### src/rtl/gpio_irq_pkg.sv
package gpio_irq_pkg;
  localparam int unsigned BUS_W  = 32;
  localparam int unsigned ADDR_W = 10;

  localparam logic [ADDR_W-1:0] A_DIN      = 10'h000;
  localparam logic [ADDR_W-1:0] A_PADLVL   = 10'h004;
  localparam logic [ADDR_W-1:0] A_DOUT     = 10'h008;
  localparam logic [ADDR_W-1:0] A_DOUT_ALL = 10'h00C;
  localparam logic [ADDR_W-1:0] A_SET      = 10'h010;
  localparam logic [ADDR_W-1:0] A_CLR      = 10'h014;
  localparam logic [ADDR_W-1:0] A_TOG      = 10'h018;
  localparam logic [ADDR_W-1:0] A_MASK     = 10'h01C;
  localparam logic [ADDR_W-1:0] A_DIR      = 10'h020;
  localparam logic [ADDR_W-1:0] A_SENSE    = 10'h034;
  localparam logic [ADDR_W-1:0] A_BOTH     = 10'h038;
  localparam logic [ADDR_W-1:0] A_EVT      = 10'h03C;
  localparam logic [ADDR_W-1:0] A_EN       = 10'h040;
  localparam logic [ADDR_W-1:0] A_TRIG     = 10'h044;
  localparam logic [ADDR_W-1:0] A_STAT     = 10'h048;
  localparam logic [ADDR_W-1:0] A_EDGE     = 10'h04C;
  localparam logic [ADDR_W-1:0] A_ID       = 10'h3FC;

  // Edge detection on one pin: cur is this cycle's synchronized level, prv the one before.
  function automatic logic edge_seen(input logic both, input logic evt,
                                     input logic cur, input logic prv);
    logic up, dn;
    up = cur & ~prv;
    dn = ~cur & prv;
    return both ? (up | dn) : (evt ? up : dn);
  endfunction

  // Level detection on one pin: evt gives the active polarity.
  function automatic logic level_seen(input logic evt, input logic cur);
    return evt ? cur : ~cur;
  endfunction
endpackage

### src/rtl/gpio_irq_sync.sv
module gpio_irq_sync #(
  parameter int unsigned W = 32
) (
  input  logic         clk,
  input  logic         rst_n,
  input  logic [W-1:0] d,
  output logic [W-1:0] cur,
  output logic [W-1:0] prv
);
  logic [W-1:0] meta_q;

  always_ff @(posedge clk or negedge rst_n) begin
    if (!rst_n) begin
      meta_q <= '0;
      cur    <= '0;
      prv    <= '0;
    end else begin
      meta_q <= d;
      cur    <= meta_q;
      prv    <= cur;
    end
  end
endmodule

### src/rtl/gpio_irq_trig.sv
module gpio_irq_trig
  import gpio_irq_pkg::*;
(
  input  logic sense,
  input  logic both,
  input  logic evt,
  input  logic cur,
  input  logic prv,
  output logic trig,
  output logic edge_set
);
  logic e_hit;

  always_comb begin
    e_hit    = edge_seen(both, evt, cur, prv);
    trig     = sense ? level_seen(evt, cur) : e_hit;
    edge_set = ~sense & e_hit;
  end
endmodule

### src/rtl/gpio_irq_edge_latch.sv
module gpio_irq_edge_latch #(
  parameter int unsigned W = 32
) (
  input  logic         clk,
  input  logic         rst_n,
  input  logic [W-1:0] set_vec,
  input  logic [W-1:0] clr_vec,
  output logic [W-1:0] q
);
  // A new edge takes priority over a clear in the same cycle.
  always_ff @(posedge clk or negedge rst_n) begin
    if (!rst_n) q <= '0;
    else        q <= (q & ~clr_vec) | set_vec;
  end
endmodule

### src/rtl/gpio_irq_port.sv
module gpio_irq_port
  import gpio_irq_pkg::*;
#(
  parameter int unsigned NPINS     = 32,
  parameter logic [31:0] PERIPH_ID = 32'h6A10_0003
) (
  input  logic              clk,
  input  logic              rst_n,
  input  logic              bus_sel,
  input  logic              bus_wr,
  input  logic [9:0]        bus_addr,
  input  logic [31:0]       bus_wdata,
  output logic [31:0]       bus_rdata,
  input  logic [NPINS-1:0]  pin_in,
  output logic [NPINS-1:0]  pin_out,
  output logic [NPINS-1:0]  pin_oe,
  output logic              irq_out
);
  localparam int unsigned N = NPINS;
  typedef logic [N-1:0] pins_t;

  pins_t out_q, dir_q, mask_q, sense_q, both_q, evt_q, en_q;
  pins_t sync_cur, sync_prv, trig_vec, edge_set, edge_q, edge_clr, stat_vec;
  pins_t wd;
  logic  wr_hit, rd_hit;
  logic [31:0] rd_mux;

  assign wd     = bus_wdata[N-1:0];
  assign wr_hit = bus_sel & bus_wr;
  assign rd_hit = bus_sel & ~bus_wr;

  gpio_irq_sync #(.W(N)) u_sync (
    .clk(clk), .rst_n(rst_n), .d(pin_in), .cur(sync_cur), .prv(sync_prv)
  );

  for (genvar i = 0; i < N; i++) begin : g_pin
    gpio_irq_trig u_trig (
      .sense(sense_q[i]), .both(both_q[i]), .evt(evt_q[i]),
      .cur(sync_cur[i]), .prv(sync_prv[i]),
      .trig(trig_vec[i]), .edge_set(edge_set[i])
    );
  end

  assign edge_clr = (rd_hit && bus_addr == A_EDGE) ? edge_q : '0;

  gpio_irq_edge_latch #(.W(N)) u_edge (
    .clk(clk), .rst_n(rst_n), .set_vec(edge_set), .clr_vec(edge_clr), .q(edge_q)
  );

  assign stat_vec = en_q & ((sense_q & trig_vec) | (~sense_q & edge_q));
  assign irq_out  = |stat_vec;
  assign pin_out  = out_q;
  assign pin_oe   = dir_q;

  always_ff @(posedge clk or negedge rst_n) begin
    if (!rst_n) begin
      out_q   <= '0;
      dir_q   <= '0;
      mask_q  <= '1;
      sense_q <= '0;
      both_q  <= '0;
      evt_q   <= '0;
      en_q    <= '0;
    end else if (wr_hit) begin
      case (bus_addr)
        A_DOUT:     out_q   <= (out_q & ~mask_q) | (wd & mask_q);
        A_DOUT_ALL: out_q   <= wd;
        A_SET:      out_q   <= out_q | wd;
        A_CLR:      out_q   <= out_q & ~wd;
        A_TOG:      out_q   <= out_q ^ wd;
        A_MASK:     mask_q  <= wd;
        A_DIR:      dir_q   <= wd;
        A_SENSE:    sense_q <= wd;
        A_BOTH:     both_q  <= wd;
        A_EVT:      evt_q   <= wd;
        A_EN:       en_q    <= wd;
        default: ;
      endcase
    end
  end

  always_comb begin
    case (bus_addr)
      A_DIN:      rd_mux = BUS_W'(sync_cur & mask_q);
      A_PADLVL:   rd_mux = BUS_W'(sync_cur);
      A_DOUT:     rd_mux = BUS_W'(out_q & mask_q);
      A_DOUT_ALL: rd_mux = BUS_W'(out_q);
      A_MASK:     rd_mux = BUS_W'(mask_q);
      A_DIR:      rd_mux = BUS_W'(dir_q);
      A_SENSE:    rd_mux = BUS_W'(sense_q);
      A_BOTH:     rd_mux = BUS_W'(both_q);
      A_EVT:      rd_mux = BUS_W'(evt_q);
      A_EN:       rd_mux = BUS_W'(en_q);
      A_TRIG:     rd_mux = BUS_W'(trig_vec);
      A_STAT:     rd_mux = BUS_W'(stat_vec);
      A_EDGE:     rd_mux = BUS_W'(edge_q);
      A_ID:       rd_mux = PERIPH_ID;
      default:    rd_mux = '0;
    endcase
  end

  always_ff @(posedge clk or negedge rst_n) begin
    if (!rst_n)      bus_rdata <= '0;
    else if (rd_hit) bus_rdata <= rd_mux;
  end
endmodule

### config.mk
export PLATFORM = sky130hd
export DESIGN_NAME = gpio_irq_port
export DESIGN_NICKNAME = d
export VERILOG_FILES = /design/src/rtl/gpio_irq_pkg.sv /design/src/rtl/gpio_irq_sync.sv /design/src/rtl/gpio_irq_trig.sv /design/src/rtl/gpio_irq_edge_latch.sv /design/src/rtl/gpio_irq_port.sv
export SDC_FILE = /design/constraint.sdc
export NUM_CORES = 1
export LEC_CHECK = 0
export ABC_AREA = 1
export BUFFER_PORTS_ARGS = -buffer_cell sky130_fd_sc_hd__buf_4
export CAP_MARGIN = 10
export CORE_ASPECT_RATIO = 1.1
export CORE_UTILIZATION = 55
export CTS_BUF_LIST = sky130_fd_sc_hd__clkbuf_4 sky130_fd_sc_hd__clkbuf_8
export CTS_CLUSTER_SIZE = 30
export DETAILED_ROUTE_END_ITERATION = 6
export PLACE_DENSITY_LB_ADDON = 0.2
export SKIP_LAST_GASP = 1
export SYNTH_ARGS = -nofsm -noshare
export SYNTH_HDL_FRONTEND = slang
export SYNTH_SLANG_ARGS = --single-unit
### constraint.sdc
create_clock -name clk -period 3.4 [get_ports clk]
set_clock_uncertainty 0.05 [all_clocks]
set_input_delay 0.51 -clock clk [delete_from_list [all_inputs] [get_ports clk]]
set_output_delay 0.51 -clock clk [all_outputs]
set_load 0.02 [all_outputs]
==> results.md <==
- Met2 track demand over resource: 0.574
- Setup Viol. Count Final: 0
- Crit path capture type: output pin
- Full die area: 0.0395 mm²
- WL/cell: between 15 and 20 µm
- CP dominant cell by count: nand2_1
- Clock buffer depth: 3
- WL final: 70100 µm
- #FFs+latches synth: about 380
- Largest net degree at the start of global routing: 77
- Setup WS pre-CTS: approximately 0.66 ns
- Final Slew Violations: 0
- P_leak: between 10 and 15 nW
- Setup tns final: 0 ns
- Die H: around 210 µm
- Vias: 21000
- Num rows: 75
- Setup CP Type: flip-flop to output pin
- Router iterations before antenna repair: 6
- Syn avg cell area: 7.39 µm²
- Post-synthesis sequential area ratio: 0.453
- Period Utilization, post-route: 0.934
- CTS Sinks: 384
- Max VDD drop: ~0.37 mV
- Hold Path Depth: 5
- Fill cell count: around 3300
- Met3 GRT Util: 0.0626
- GPL Wtd Cong: 0.939
- Initial antenna violation count: 1
- Remaining antenna violation count: 0
- H-tree levels: 3
- WP data arrival: about 2.6 ns
- Synthesized instance count: approximately 2900
- Worst min path class: input port to flip-flop
- Syn Std Cell Area: 0.0213 mm²
- Clock tree from TritonCTS: yes
- Die width: around 190 µm
- Synthesis-to-finish area growth: 18.3%
- CP max stage cell: dfrtp_1
- Worst R2R Setup Slack: about 1.5 ns
- DRC: 0
- Library cells used by synthesis: 28
- Vias in the first global route: roughly 20000
- Crit Path Max Fanout: 6
- Crit-path cells: inv_1 -> nand2_1 -> nand3_1 -> o21ai_0 -> nand2_1 -> nand2_1 -> nor3_1 -> nand2_1 -> nor2_1 -> nand2_1 -> buf_4
- DP Area: about 0.023 mm²
- Clk Latency, worst-skew pair: ~0.62 ns
- CP Data Required Time: ~2.8 ns
- GR peak layer: met2
- # diodes: 0
- Gr usage total: 0.359
- Reg-to-Reg Start: u_sync.cur[29]
- Max-cap viol count: 0
- Unrepaired setup endpoints after global routing: false
- Final worst slack: around 0.22 ns
- Layout cells sized above 1: 0.137
- Worst-Margin Slew: roughly 1.2 ns
- Clock transition at path regs: roughly 0.060 ns
- CP top delay family: simple AND/OR/NAND/NOR gates
- Final #Nets: 3314
- Worst setup SP type: flip-flop
- FF-to-FF path depth: 10
- Worst path bufs/invs: 2
- Final critical-path required period: approximately 3.2 ns
- Starting density of the core: 0.559
- Iter 0 DRT Violations: 1863
- DR vias/cell: about 5.7
- First-pass GRT wire length: ~110000 µm
- Syn nets: 3088
- Ports: 175
- CP peak stage delay: about 0.45 ns
- Final-report hold violation count: 0
- Finished Core Util: 0.661
- Worst hold start: bus_wdata[24]
- GRT Residual Overflow: 0
- Power per cell area: between 300 and 400 mW/mm²
- Post-CTS setup buffers: 0
- Root Buffer: clkbuf_8
- R2R Path End: bus_rdata[29]
- CTS Buf Count: 67
- Post-route cell area: between 0.02 and 0.03 mm²
- Status: finished clean
- Max-slew headroom: 0.231
- Buffers on Ports: around 170
- Grt met1 use: 0.463
- Synth Warn #: 0
- DP HPWL: between 40000 and 50000 µm
- FMAX: 315 MHz
- Core area: 0.0381 mm²
## stage by stage
stage / hold slack (ns) / total power [mW] / instances
global placement: 0.282 / 5.35 / 3506
detailed placement: 0.285 / 5.38 / 3506
floorplan: 0.164 / 5.03 / 2882
finish: 0.173 / 10.1 / 3658
global route: 0.199 / 10.4 / 3658
CTS: 0.152 / 10.1 / 3658
## what timing repair did
item	in CTS	in global routing
resized for setup	0	0
hold buffers	33	0
endpoints found under the hold margin	93	0
## tightest hold or removal path, delay by kind of cell
family / cells / cell delay [ns]
buf+inv: 1 / 0.08
simple gates: 4 / 0.23
## power by group
part,switching (mW),internal (mW)
clock network,1.96,2.76
logic,0.394,0.205
registers,0.0786,4.65
## cells in the mapped netlist (all sizes together)
library cell,number,area [µm²]
inv,264,991
o2111ai,7,61.3
o21ai,331,1660
a21boi,12,90.1
clkbuf,55,206
dfrtp,352,8810
nor3,12,60.1
or2,8,50.1
nand2,1151,4330
nand3,183,916
clkinv,1,3.75
nor3b,1,7.51
buf,60,310
dfstp,32,841
nand4,50,313
o22ai,25,156
a21oi,43,226
ha,128,1600
nor2,167,659
## kinds of logic (layout without fill, tap and decap cells)
| kind of cell | Yosys count | in the layout | share of synthesized area |
|---|---|---|---|
| simple gates | 1572 | 1572 | 0.298 |
| compound gates | 418 | 418 | 0.103 |
| flops | 384 | 384 | 0.453 |
| buf+inv | 380 | 656 | 0.0710 |
| fa+ha+maj | 128 | 128 | 0.0752 |
## area by class of cell
class,instances,area [µm²],area share
Timing Repair Buffer,272,2260,0.0896
Clock buffer,111,1370,0.0544
Multi-Input combinational cell,2118,10200,0.404
Clock inverter,8,118,0.00467
Inverter,265,995,0.0395
Sequential cell,384,9650,0.383
Tap cell,500,626,0.0248
## layout by cell type, fill, tap and decap left out, types with 50 or more instances in the layout
cell type and instances:
inv_1 257, buf_4 228, o21ai_1 59, nor2_1 149
nand4_1 50, ha_1 128, dfrtp_1 352, nand2_1 1145
nand3_1 182, clkbuf_8 86, o21ai_0 272
## how the worst max path moves through the flow
| stage | endpoint | slack (ns) | start | depth (start not counted) |
|---|---|---|---|---|
| after CTS | irq_out | 0.31 | u_sync.cur[11] | 11 |
| after detailed placement | u_edge.q[10] | 0.66 | bus_addr[9] | 9 |
| after global routing | irq_out | 0.12 | u_sync.cur[19] | 11 |
| after global placement | bus_rdata[30] | 0.75 | bus_addr[9] | 11 |
| after floorplan | flip-flop | 1.48 | bus_addr[3] | 12 |
| final | irq_out | 0.22 | u_sync.cur[11] | 11 |
## registers in the layout, summed over array words and instances, names as in the netlist, named ones only
name / cells
both_q: 32
bus_rdata: 32
en_q: 32
evt_q: 32
mask_q: 32
pin_oe: 32
sense_q: 32
u_edge.q: 32
u_sync.cur: 32
u_sync.meta_q: 32
u_sync.prv: 32
## routing by layer
metal | up-vias | share of wire
met5 | - | 0.00011
met4 | 2 | 0.051
met3 | 275 | 0.10
met2 | 1195 | 0.46
met1 | 9874 | 0.39
li1 | 9652 | -
No activity file was read; power rests on OpenSTA's default activity.
